[config.mk]
export PLATFORM = sky130hd
export DESIGN_NAME = i2cx_reg_expander
export DESIGN_NICKNAME = d
export VERILOG_FILES = /design/src/rtl/i2cx_pkg.sv /design/src/rtl/i2cx_line_filter.sv /design/src/rtl/i2cx_bus_events.sv /design/src/rtl/i2cx_target_fsm.sv /design/src/rtl/i2cx_reg_expander.sv
export SDC_FILE = /design/constraint.sdc
export NUM_CORES = 1
export LEC_CHECK = 0
export BUFFER_PORTS_ARGS = -buffer_cell sky130_fd_sc_hd__buf_2
export CORE_AREA = 2 2 81 83
export DETAILED_ROUTE_END_ITERATION = 12
export DIE_AREA = 0 0 83 85
export PLACE_DENSITY = 0.65
export SYNTH_ARGS = -nofsm -noshare
export SYNTH_HDL_FRONTEND = slang
export SYNTH_SLANG_ARGS = --single-unit
[constraint.sdc]
create_clock -name clk -period 3.2 [get_ports clk]
set_clock_uncertainty 0.05 [all_clocks]
set_input_delay 0.32 -clock clk [delete_from_list [all_inputs] [get_ports clk]]
set_output_delay 0.32 -clock clk [all_outputs]
set_load 0.005 [all_outputs]
[src/rtl/i2cx_pkg.sv]
package i2cx_pkg;

  localparam int unsigned BYTE_W   = 8;
  localparam int unsigned BITCNT_W = $clog2(BYTE_W + 1);

  typedef enum logic [2:0] {
    ST_IDLE,
    ST_ADDR,
    ST_ADDR_ACK,
    ST_WR,
    ST_WR_ACK,
    ST_RD,
    ST_RD_ACK,
    ST_SKIP
  } tgt_state_e;

  typedef struct packed {
    logic scl_rise;
    logic scl_fall;
    logic start;
    logic stop;
  } bus_evt_t;

endpackage

[src/rtl/i2cx_line_filter.sv]
module i2cx_line_filter #(
  parameter int unsigned SYNC_STAGES = 2,
  parameter int unsigned HIST_DEPTH  = 4
) (
  input  logic clk,
  input  logic rst_n,
  input  logic raw_i,
  output logic filt_o
);

  localparam int unsigned VOTE_W = HIST_DEPTH - 1;

  logic [SYNC_STAGES-1:0] sync_q;
  logic [HIST_DEPTH-1:0]  hist_q, hist_d;
  logic                   filt_q, filt_d;
  logic [VOTE_W-1:0]      vote;

  // Synchroniser chain, reset to the idle bus level
  generate
    genvar s;
    for (s = 0; s < SYNC_STAGES; s++) begin : g_sync
      if (s == 0) begin : g_first
        always_ff @(posedge clk or negedge rst_n) begin
          if (!rst_n) sync_q[s] <= 1'b1;
          else        sync_q[s] <= raw_i;
        end
      end else begin : g_next
        always_ff @(posedge clk or negedge rst_n) begin
          if (!rst_n) sync_q[s] <= 1'b1;
          else        sync_q[s] <= sync_q[s-1];
        end
      end
    end
  endgenerate

  assign vote = hist_q[HIST_DEPTH-1:1];

  always_comb begin
    hist_d = {hist_q[HIST_DEPTH-2:0], sync_q[SYNC_STAGES-1]};
    filt_d = filt_q;
    if (&vote)      filt_d = 1'b1;
    else if (~|vote) filt_d = 1'b0;
  end

  always_ff @(posedge clk or negedge rst_n) begin
    if (!rst_n) begin
      hist_q <= '1;
      filt_q <= 1'b1;
    end else begin
      hist_q <= hist_d;
      filt_q <= filt_d;
    end
  end

  assign filt_o = filt_q;

endmodule

[src/rtl/i2cx_bus_events.sv]
module i2cx_bus_events
  import i2cx_pkg::*;
(
  input  logic     clk,
  input  logic     rst_n,
  input  logic     scl_f,
  input  logic     sda_f,
  output bus_evt_t evt_o
);

  logic scl_q, sda_q;

  always_ff @(posedge clk or negedge rst_n) begin
    if (!rst_n) begin
      scl_q <= 1'b1;
      sda_q <= 1'b1;
    end else begin
      scl_q <= scl_f;
      sda_q <= sda_f;
    end
  end

  always_comb begin
    evt_o.scl_rise = scl_f & ~scl_q;
    evt_o.scl_fall = ~scl_f & scl_q;
    evt_o.start    = scl_f & scl_q & sda_q & ~sda_f;
    evt_o.stop     = scl_f & scl_q & ~sda_q & sda_f;
  end

endmodule

[src/rtl/i2cx_target_fsm.sv]
module i2cx_target_fsm
  import i2cx_pkg::*;
#(
  parameter logic [6:0] OWN_ADDR = 7'h2A
) (
  input  logic              clk,
  input  logic              rst_n,
  input  bus_evt_t          evt_i,
  input  logic              sda_f,
  output logic              sda_oe_o,
  output logic [BYTE_W-1:0] hold_o
);

  localparam logic [BITCNT_W-1:0] LAST_BIT = BITCNT_W'(BYTE_W);

  tgt_state_e          st_q, st_d;
  logic [BITCNT_W-1:0] cnt_q, cnt_d;
  logic [BYTE_W-1:0]   rx_q, rx_d;
  logic [BYTE_W-1:0]   tx_q, tx_d;
  logic [BYTE_W-1:0]   hold_q, hold_d;
  logic                oe_q, oe_d;
  logic                mack_q, mack_d;
  logic                byte_end;

  assign byte_end = evt_i.scl_fall && (cnt_q == LAST_BIT);

  always_comb begin
    st_d   = st_q;
    cnt_d  = cnt_q;
    rx_d   = rx_q;
    tx_d   = tx_q;
    hold_d = hold_q;
    oe_d   = oe_q;
    mack_d = mack_q;
    if (evt_i.stop) begin
      st_d = ST_IDLE;
      oe_d = 1'b0;
    end else if (evt_i.start) begin
      st_d  = ST_ADDR;
      cnt_d = '0;
      oe_d  = 1'b0;
    end else begin
      unique case (st_q)
        ST_ADDR: begin
          if (evt_i.scl_rise) begin
            rx_d  = {rx_q[BYTE_W-2:0], sda_f};
            cnt_d = cnt_q + 1'b1;
          end else if (byte_end) begin
            if (rx_q[BYTE_W-1:1] == OWN_ADDR) begin
              oe_d = 1'b1;
              st_d = ST_ADDR_ACK;
            end else begin
              st_d = ST_SKIP;
            end
          end
        end
        ST_ADDR_ACK: begin
          if (evt_i.scl_fall) begin
            cnt_d = '0;
            if (rx_q[0]) begin
              tx_d = hold_q;
              oe_d = ~hold_q[BYTE_W-1];
              st_d = ST_RD;
            end else begin
              oe_d = 1'b0;
              st_d = ST_WR;
            end
          end
        end
        ST_WR: begin
          if (evt_i.scl_rise) begin
            rx_d  = {rx_q[BYTE_W-2:0], sda_f};
            cnt_d = cnt_q + 1'b1;
          end else if (byte_end) begin
            hold_d = rx_q;
            oe_d   = 1'b1;
            st_d   = ST_WR_ACK;
          end
        end
        ST_WR_ACK: begin
          if (evt_i.scl_fall) begin
            oe_d  = 1'b0;
            cnt_d = '0;
            st_d  = ST_WR;
          end
        end
        ST_RD: begin
          if (evt_i.scl_rise) begin
            cnt_d = cnt_q + 1'b1;
          end else if (byte_end) begin
            oe_d  = 1'b0;
            cnt_d = '0;
            st_d  = ST_RD_ACK;
          end else if (evt_i.scl_fall) begin
            tx_d = {tx_q[BYTE_W-2:0], tx_q[BYTE_W-1]};
            oe_d = ~tx_q[BYTE_W-2];
          end
        end
        ST_RD_ACK: begin
          if (evt_i.scl_rise) begin
            mack_d = ~sda_f;
          end else if (evt_i.scl_fall) begin
            if (mack_q) begin
              tx_d  = hold_q;
              oe_d  = ~hold_q[BYTE_W-1];
              cnt_d = '0;
              st_d  = ST_RD;
            end else begin
              st_d = ST_SKIP;
            end
          end
        end
        default: ;
      endcase
    end
  end

  always_ff @(posedge clk or negedge rst_n) begin
    if (!rst_n) begin
      st_q   <= ST_IDLE;
      cnt_q  <= '0;
      rx_q   <= '0;
      tx_q   <= '0;
      hold_q <= '0;
      oe_q   <= 1'b0;
      mack_q <= 1'b0;
    end else begin
      st_q   <= st_d;
      cnt_q  <= cnt_d;
      rx_q   <= rx_d;
      tx_q   <= tx_d;
      hold_q <= hold_d;
      oe_q   <= oe_d;
      mack_q <= mack_d;
    end
  end

  assign sda_oe_o = oe_q;
  assign hold_o   = hold_q;

endmodule

[src/rtl/i2cx_reg_expander.sv]
module i2cx_reg_expander
  import i2cx_pkg::*;
#(
  parameter logic [6:0]  OWN_ADDR    = 7'h2A,
  parameter int unsigned SYNC_STAGES = 2,
  parameter int unsigned HIST_DEPTH  = 4
) (
  input  logic              clk,
  input  logic              rst_n,
  input  logic              scl_i,
  input  logic              sda_i,
  output logic              sda_oe_o,
  output logic [BYTE_W-1:0] gpio_o
);

  localparam int unsigned N_LINES = 2;

  logic [N_LINES-1:0] raw_lines, filt_lines;
  logic               scl_f, sda_f;
  logic               start_evt, stop_evt;
  bus_evt_t           evt;

  assign raw_lines = {sda_i, scl_i};

  generate
    genvar l;
    for (l = 0; l < N_LINES; l++) begin : g_line
      i2cx_line_filter #(
        .SYNC_STAGES(SYNC_STAGES),
        .HIST_DEPTH (HIST_DEPTH)
      ) u_filt (
        .clk   (clk),
        .rst_n (rst_n),
        .raw_i (raw_lines[l]),
        .filt_o(filt_lines[l])
      );
    end
  endgenerate

  assign scl_f = filt_lines[0];
  assign sda_f = filt_lines[1];

  i2cx_bus_events u_evt (
    .clk  (clk),
    .rst_n(rst_n),
    .scl_f(scl_f),
    .sda_f(sda_f),
    .evt_o(evt)
  );

  assign start_evt = evt.start;
  assign stop_evt  = evt.stop;

  i2cx_target_fsm #(
    .OWN_ADDR(OWN_ADDR)
  ) u_fsm (
    .clk     (clk),
    .rst_n   (rst_n),
    .evt_i   (evt),
    .sda_f   (sda_f),
    .sda_oe_o(sda_oe_o),
    .hold_o  (gpio_o)
  );

endmodule

==> metrics, run 1 <==
# Post-CTS Setup Buffers=0; Initial Util=39.2%; slowest CP cell=dfrtp_1; synth top area cells=dfrtp_1 (34%), dfstp_2 (17%), mux2_2 (15%); static leakage=1.23 nW; DR pass1 iterations=4; Mean Syn Cell Area=11.8 sq um; 1st-iter DRT viols=167; top post-synthesis cells by count=dfrtp_1 (33), mux2_2 (32), dfstp_2 (16), o21ai_0 (15); Clock Sinks=49; Yosys top cell area share=33.9%; status=complete, no violations; DP Area=2550 sq um; fmax=419 MHz; commonest register cell after synthesis=dfrtp_1; antenna cells=0; RSZ-0062 raised after global routing=no; I/O pins=13; wire per inst=14.3 um; antenna-violating nets left=0; root buffer cell=clkbuf_8; count of final hold-check violations=0; Sum Neg Setup Slack=0 ps; fill count=576; via/cell ratio=5.29; TritonCTS buffer count=5; post-layout util=43.1%; largest net degree at the start of global routing=34; number of global-route vias before repair=1587; first-pass GRT wire length=7930 um; Detail Placement HPWL=3050 um; die width=83 um; via count=1566; synth warn=0; CTS tree=yes; worst slew pin tran=728 ps; initial antenna violation count=0; pre-CTS setup slack=801 ps; Pins Over Slew Limit=0; Layout area overhead=9.92%; Synthesized Nets=216; die area=7060 sq um; crit path kind=reg2reg; register area share after synthesis=51.2%; count leader, synth=dfrtp_1; Startpoint Class=flip-flop; fin crit share=74.6%; CTS H-tree lvls=2; Crit path buffers/inverters=1; Rel. slew slack=51.5%; final net count=228; DRC=0; Mapped Area=2430 sq um; Syn Inst Count=206; leading area contributor after synthesis=dfrtp_1; WHS=17.2 ps; Worst VDD drop=0.000352 V; Final WS setup=812 ps; CP required=3350 ps; Worst Path Arrival=2540 ps; Max clock buf depth=2; CP delay by family, top=simple AND/OR/NAND/NOR gates; Total GRT Usage=13.8%; total gr overflow=0; worst min path class=in2async; total wire length=4250 um; Site Rows=29; clock insertion delay at the later pin of the skew report=300 ps; die extent in y=85 um; CTS resizes=0; layout cells sized above 1=35.6%; Post-synth ARST share=100%; CP max FO=13; PD cells=819 nW/um^2; Yosys reg bits=49; Clock transition at path regs=90 ps; fin area=2680 sq um; input/output buffers=12; Placer Congestion=0.830; cells along the critical path=inv_1, ha_1, nand2_1, o21ai_1, nand3_2, mux2_2; delay of the slowest critical-path stage=450 ps; Tmin final=2390 ps; # hold bufs at CTS=0; Post-synth EDFFs=0; core area=6200 sq um; post-synthesis cell type count=46; CP endpoint kind=flip-flop; Max-Cap Viols=0; setup violators final=0
## cells in the final DEF, fill, tap and decap left out, types with 3 or more instances in the layout
master / n
nor2b_1: 5
o21ai_0: 15
mux2_2: 32
mux2i_1: 3
nand3_1: 5
ha_1: 6
nand3b_1: 3
clkbuf_8: 6
buf_2: 12
a21oi_1: 5
and4b_1: 3
nand2_1: 11
dfstp_2: 16
nor2_1: 12
dfrtp_1: 33
inv_1: 12
## registers in the layout, summed over array words and instances, names as in the netlist
signal and cells:
g_line.u_filt.hist_d 2, u_fsm.rx_q 8, u_fsm.hold_o 8, u_fsm.st_q 3
u_evt.scl_q 1, u_evt.sda_q 1, g_line.u_filt.filt_o 2, u_fsm.tx_q 8
u_fsm.sda_oe_o 1, u_fsm.mack_q 1, g_line.u_filt.sync_q 2, u_fsm.cnt_q 4
g_line.u_filt.hist_q 8
## layer usage
metal	up-vias	part of all wire, %	track usage (%)
li1	759	-	-
met1	777	48	19.6
met2	22	46	21.3
met3	8	4.2	3.02
met4	0	1.2	4.02
met5	-	0	0
## cells by family after synthesis
family	share of synthesized area, %
fa+ha+maj	3.08
compound gates	12.7
buf+inv	3.75
xor+xnor	0.360
mux	16.0
simple gates	12.9
flops	51.2
## where the power goes
part | switching (W) | internal (W)
Combinational | 0.000468 | 0.000389
Clock | 0.000212 | 0.000260
Sequential | 0.000136 | 0.000725
## layout make-up
class	instances	area, sq um	share of cell area (%)
sequential	49	1250	46.6
multi-input combinational	137	1100	41.0
tap	77	96.3	3.60
clock buffer	6	82.6	3.09
timing repair buffer	13	67.6	2.53
inverter	12	45.0	1.68
clock inverter	2	41.3	1.54
## worst paths after layout
path                                       startpoint                          to  slack, ps  cells after the start
min in group clk                                sda_i  g_line[1].u_filt.sync_q[0]         60                      1
max                                     u_fsm.st_q[1]               u_fsm.tx_q[6]        810                      6
min reg2reg                g_line[1].u_filt.hist_d[0]  g_line[1].u_filt.hist_q[0]        310                      0
min                                             rst_n               u_fsm.tx_q[7]         20                      1
max in group asynchronous                       rst_n               u_fsm.rx_q[0]       2380                      2
max reg2reg                             u_fsm.st_q[1]               u_fsm.tx_q[6]        810                      6
## through the flow
step | power (W) | cells
after global routing | 0.00238 | 296
after global placement | 0.00172 | 288
after CTS | 0.00221 | 296
after floorplan | 0.00156 | 206
final | 0.00219 | 296
after detailed placement | 0.00173 | 288
No activity file was read; power rests on OpenSTA's default activity.
==> run 2, diff against run 1 <==
Clock period 3.2 ns to 2.4 ns, I/O delays scaled along.
==> metrics, run 2 (synthesis results as in run 1) <==
status=complete, no violations; clock insertion delay at the later pin of the skew report=310 ps; slowest CP cell=dfrtp_1; Clk pwr share=20.9%; Total GRT Usage=13.7%; static leakage=1.27 nW; input/output buffers=12; fin area=2760 sq um; I/O pins=13; CTS H-tree lvls=2; Sequential Power Share=37.4%; Pint=0.00193 W; delay of the slowest critical-path stage=440 ps; setup violators final=0; root buffer cell=clkbuf_8; via/cell ratio=5.37; Tmin final=2250 ps; total wire length=4510 um; Site Rows=29; PD cells=1110 nW/um^2; Worst Path Arrival=2450 ps; DR top layer=met4; Max clock buf depth=2; largest net degree at the start of global routing=50; TritonCTS buffer count=5; M1 wire length=2110 um; Met2 Wirelength=2140 um; Rel. slew slack=56.8%; crit path kind=reg2reg; commonest non-fill, non-tap cells in the layout=mux2_2 (32), dfrtp_1 (32), dfstp_2 (16), o21ai_0 (15); Worst VDD drop=0.000454 V; die width=83 um; Clock transition at path regs=90 ps; NetSw=0.00115 W; DR pass1 iterations=4; RSZ-0062 raised after global routing=no; DRC=0; die area=7060 sq um; wire per inst=14.8 um; Startpoint Class=flip-flop; CP required=2590 ps; Clock Sinks=49; worst slew pin tran=649 ps; layout cells sized above 1=38.2%; Sw Share=37.3%; CP endpoint kind=flip-flop; die extent in y=85 um; Pins Over Slew Limit=0; via count=1639; antenna-violating nets left=0; worst min path class=reg2reg; CTS tree=yes; fin crit share=94.0%; Comb pwr share=41.8%; 1st-iter DRT viols=159; Layout area overhead=13.4%; fmax=443 MHz; Placer Congestion=0.827; antenna cells=0; count of final hold-check violations=0; total gr overflow=0; metal3 WL=153 um; Max-Cap Viols=0; CP max FO=6; Sum Neg Setup Slack=0 ps; final net count=237; total power draw=0.00307 W; Initial Util=39.2%; first-pass GRT wire length=7830 um; DP Area=2580 sq um; cells along the critical path=ha_1, and2b_1, nor2_1, a221oi_1, buf_4, o21a_1, mux2i_1; Detail Placement HPWL=3060 um; core area=6200 sq um; number of global-route vias before repair=1579; initial antenna violation count=0
-- run 2: changes by cell type in the layout (fill, tap and decap cells not counted), sizes merged --
| cell | change |
|---|---|
| buf | +6 |
| dlygate4sd3 | +3 |
-- run 2: repair_timing --
action                                 4_1_cts  5_1_grt
endpoints found under the hold margin       35        0
setup buffers                                0        2
gates resized for setup                      0        3
hold buffers                                 3        0
setup endpoints to repair                    0        3
-- run 2: area by class of cell --
cell class | count | area [sq um]
tap | 77 | 96.3
fill | 563 | 3440
multi-input combinational | 137 | 1100
clock buffer | 6 | 82.6
inverter | 12 | 45.0
timing repair buffer | 22 | 143
sequential | 49 | 1250
clock inverter | 2 | 41.3
-- run 2: worst paths after layout --
check,from,end,slack [ps],cells after the start
setup reg to reg,u_fsm.st_q[1],u_fsm.cnt_q[1],150,7
hold / removal,g_line[0].u_filt.hist_d[0],g_line[0].u_filt.hist_q[0],300,0
min in group asynchronous,rst_n,u_fsm.cnt_q[0],490,3
setup / recovery,u_fsm.st_q[1],u_fsm.cnt_q[1],150,7
max in group asynchronous,rst_n,u_fsm.st_q[0],1380,3
hold reg to reg,g_line[0].u_filt.hist_d[0],g_line[0].u_filt.hist_q[0],300,0
-- run 2: per-stage QoR --
stage | utilization (%) | instances | hold slack (ps) | setup WS [ps]
3_3_place_gp | 41.6 | 292 | 296 | 219
5_1_grt | 44.5 | 305 | 313 | 7.10
6_report | 44.5 | 305 | 301 | 145
4_1_cts | 44.1 | 303 | 310 | 111
3_5_place_dp | 41.6 | 292 | 297 | 153
2_1_floorplan | - | 206 | -106 | 389
-- run 2: per-layer routing --
metal | up-vias | GRT usage (%)
met2 | 37 | 21.3
li1 | 783 | -
met4 | 0 | 6.26
met5 | - | 0
met3 | 10 | 3.11
met1 | 809 | 18.5
-- run 2: worst max-delay path, delay by kind of cell (launching register included) --
kind	cells	cell delay [ps]
and+or+nand+nor	2	310
AOI/OAI and AO/OA	2	590
adders and majority gates	1	400
buffers and inverters	1	190
DFF	1	440
muxes	1	210
-- run 2: power groups by stage --
| stage | Combinational [W] | Clock (W) | Sequential [W] |
|---|---|---|---|
| after detailed placement | 0.00119 | 0 | 0.00116 |
| final | 0.00128 | 0.000641 | 0.00115 |
| after global routing | 0.00142 | 0.000695 | 0.00118 |
| after floorplan | 0.00102 | 0 | 0.00107 |
| after global placement | 0.00118 | 0 | 0.00115 |
| after CTS | 0.00121 | 0.000658 | 0.00114 |
==> run 3, diff against run 2 <==
Settings changed: CORE_AREA 2 2 81 83 to 2 2 73 75, DIE_AREA 0 0 83 85 to 0 0 75 77, PLACE_DENSITY 0.65 to 0.66.
==> metrics, run 3 (synthesis results as in run 1) <==
R2R setup slack=200 ps; Crit path depth=8; Hold EP=g_line[0].u_filt.hist_q[1]; initial antenna violation count=0; Clk pwr share=16.4%; Comb pwr share=43.7%; Sequential Power Share=39.9%; RSZ-0062 raised after global routing=no; crit path kind=reg2reg; setup violators final=0; total gr overflow=0; 1st-iter DRT viols=117; via/cell ratio=5.45; CTS H-tree lvls=2; input/output buffers=12; die extent in y=77 um; Max-Cap Viols=0; NetSw=0.00109 W; DR pass1 iterations=4; worst slew pin tran=596 ps; static leakage=1.24 nW; slowest CP cell=dfrtp_1; commonest non-fill, non-tap cells in the layout=dfrtp_1 (33), mux2_2 (32), dfstp_2 (16), o21ai_0 (15); reg-to-reg endpoint=u_fsm.st_q[1]; Clock transition at path regs=90 ps; status=complete, no violations; die width=75 um; Startpoint Class=flip-flop; worst min path class=reg2reg; hold-critical path depth=0; origin of the worst setup path=u_fsm.st_q[0]; Seq. cell area=1250 sq um; hold path startpoint=g_line[0].u_filt.hist_q[0]; CP delay by family, top=compound AO/OA/AOI/OAI gates; Rel. slew slack=60.3%; fill count=435; wire per inst=14.1 um; Pins Over Slew Limit=0; clock insertion delay at the later pin of the skew report=300 ps; core area=4980 sq um; Placer Congestion=0.853; Max clock buf depth=2; Initial Util=48.9%; first-pass GRT wire length=7410 um; CP required=2550 ps; final net count=236; die area=5780 sq um; Sw Share=38.6%; cells along the critical path=inv_1, ha_1, a21oi_2, a22oi_1, a2111oi_4, buf_4, nor2_1, a311oi_1; fin crit share=91.8%; fmax=454 MHz; total wire length=4200 um; antenna cells=0; largest net degree at the start of global routing=50; Pint=0.00174 W; Cell Count, Final, Fillers Out=297; Worst VDD drop=0.000441 V; Sum Neg Setup Slack=0 ps; delay of the slowest critical-path stage=450 ps; PD cells=1050 nW/um^2; Detail Placement HPWL=2950 um; root buffer cell=clkbuf_8; number of global-route vias before repair=1486; Tmin final=2200 ps; via count=1619; r2r worst-path depth=8; post-placement cell count=285; CTS tree=yes; Layout area overhead=11.0%; CP endpoint kind=flip-flop; CP max FO=7; Worst Path Arrival=2360 ps; antenna-violating nets left=0; Total GRT Usage=16.5%; TritonCTS buffer count=5; area occupied by multi-input gates=1100 sq um; Site Rows=26; Crit path buffers/inverters=2; layout cells sized above 1=37.0%; Clock Sinks=49; Worst R2R Start=u_fsm.st_q[0]; count of final hold-check violations=0; DRC=0; I/O pins=13; commonest non-fill, non-tap cell in the layout=dfrtp_1
-- run 3: cell types whose count changed in the layout (fill, tap and decap cells not counted), sizes merged --
cell      previous run  this run
buf                 19        18
bufinv               1         0
clkbuf               6         5
clkinv               0         2
clkinvlp             0         1
inv                 13        12
-- run 3: worst max-delay path by stage --
| stage | end | slack (ps) |
|---|---|---|
| after floorplan | u_fsm.tx_q[1] | 390 |
| after CTS | u_fsm.st_q[0] | 110 |
| final | u_fsm.st_q[1] | 200 |
| after global routing | u_fsm.st_q[0] | 0.5 |
| after detailed placement | u_fsm.st_q[0] | 130 |
| after global placement | u_fsm.st_q[0] | 150 |
-- run 3: power by group through the flow --
stage / combinational, W / sequential [W] / clock (W)
2_1_floorplan: 0.00102 / 0.00107 / 0
3_3_place_gp: 0.00118 / 0.00114 / 0
3_5_place_dp: 0.00119 / 0.00114 / 0
4_1_cts: 0.00120 / 0.00113 / 0.000489
5_1_grt: 0.00137 / 0.00116 / 0.000535
6_report: 0.00124 / 0.00113 / 0.000466
-- run 3: repair_timing --
action	in CTS	in global routing
endpoints found under the hold margin	16	0
resized for setup	0	1
endpoints found under the setup margin	0	3
hold buffers	3	0
buffers inserted	0	1
-- run 3: routing by layer --
layer	vias to the layer above	track usage (%)	wire length [um]
met1	797	24.8	2040
met4	0	5.54	69
met3	8	4.20	173
li1	778	-	-
met2	36	23.2	1920
met5	-	0	0
-- run 3: metrics by stage --
step                area [sq um]  power (W)  utilization [%]  hold slack, ps  worst slack, ps
floorplan                   2430    0.00208                -            -106              389
global placement            2570    0.00233             51.7             296              152
detailed placement          2570    0.00233             51.7             296              132
CTS                         2690    0.00282             54.0             310              107
global route                2700    0.00307             54.2             315            0.529
finish                      2700    0.00284             54.2             308              196
-- run 3: cell type report --
| class | count | share of cell area, % |
|---|---|---|
| sequential | 49 | 46.2 |
| tap | 70 | 3.24 |
| clock inverter | 3 | 0.649 |
| multi-input combinational | 137 | 40.7 |
| inverter | 12 | 1.67 |
| timing repair buffer | 21 | 5.00 |
| clock buffer | 5 | 2.55 |
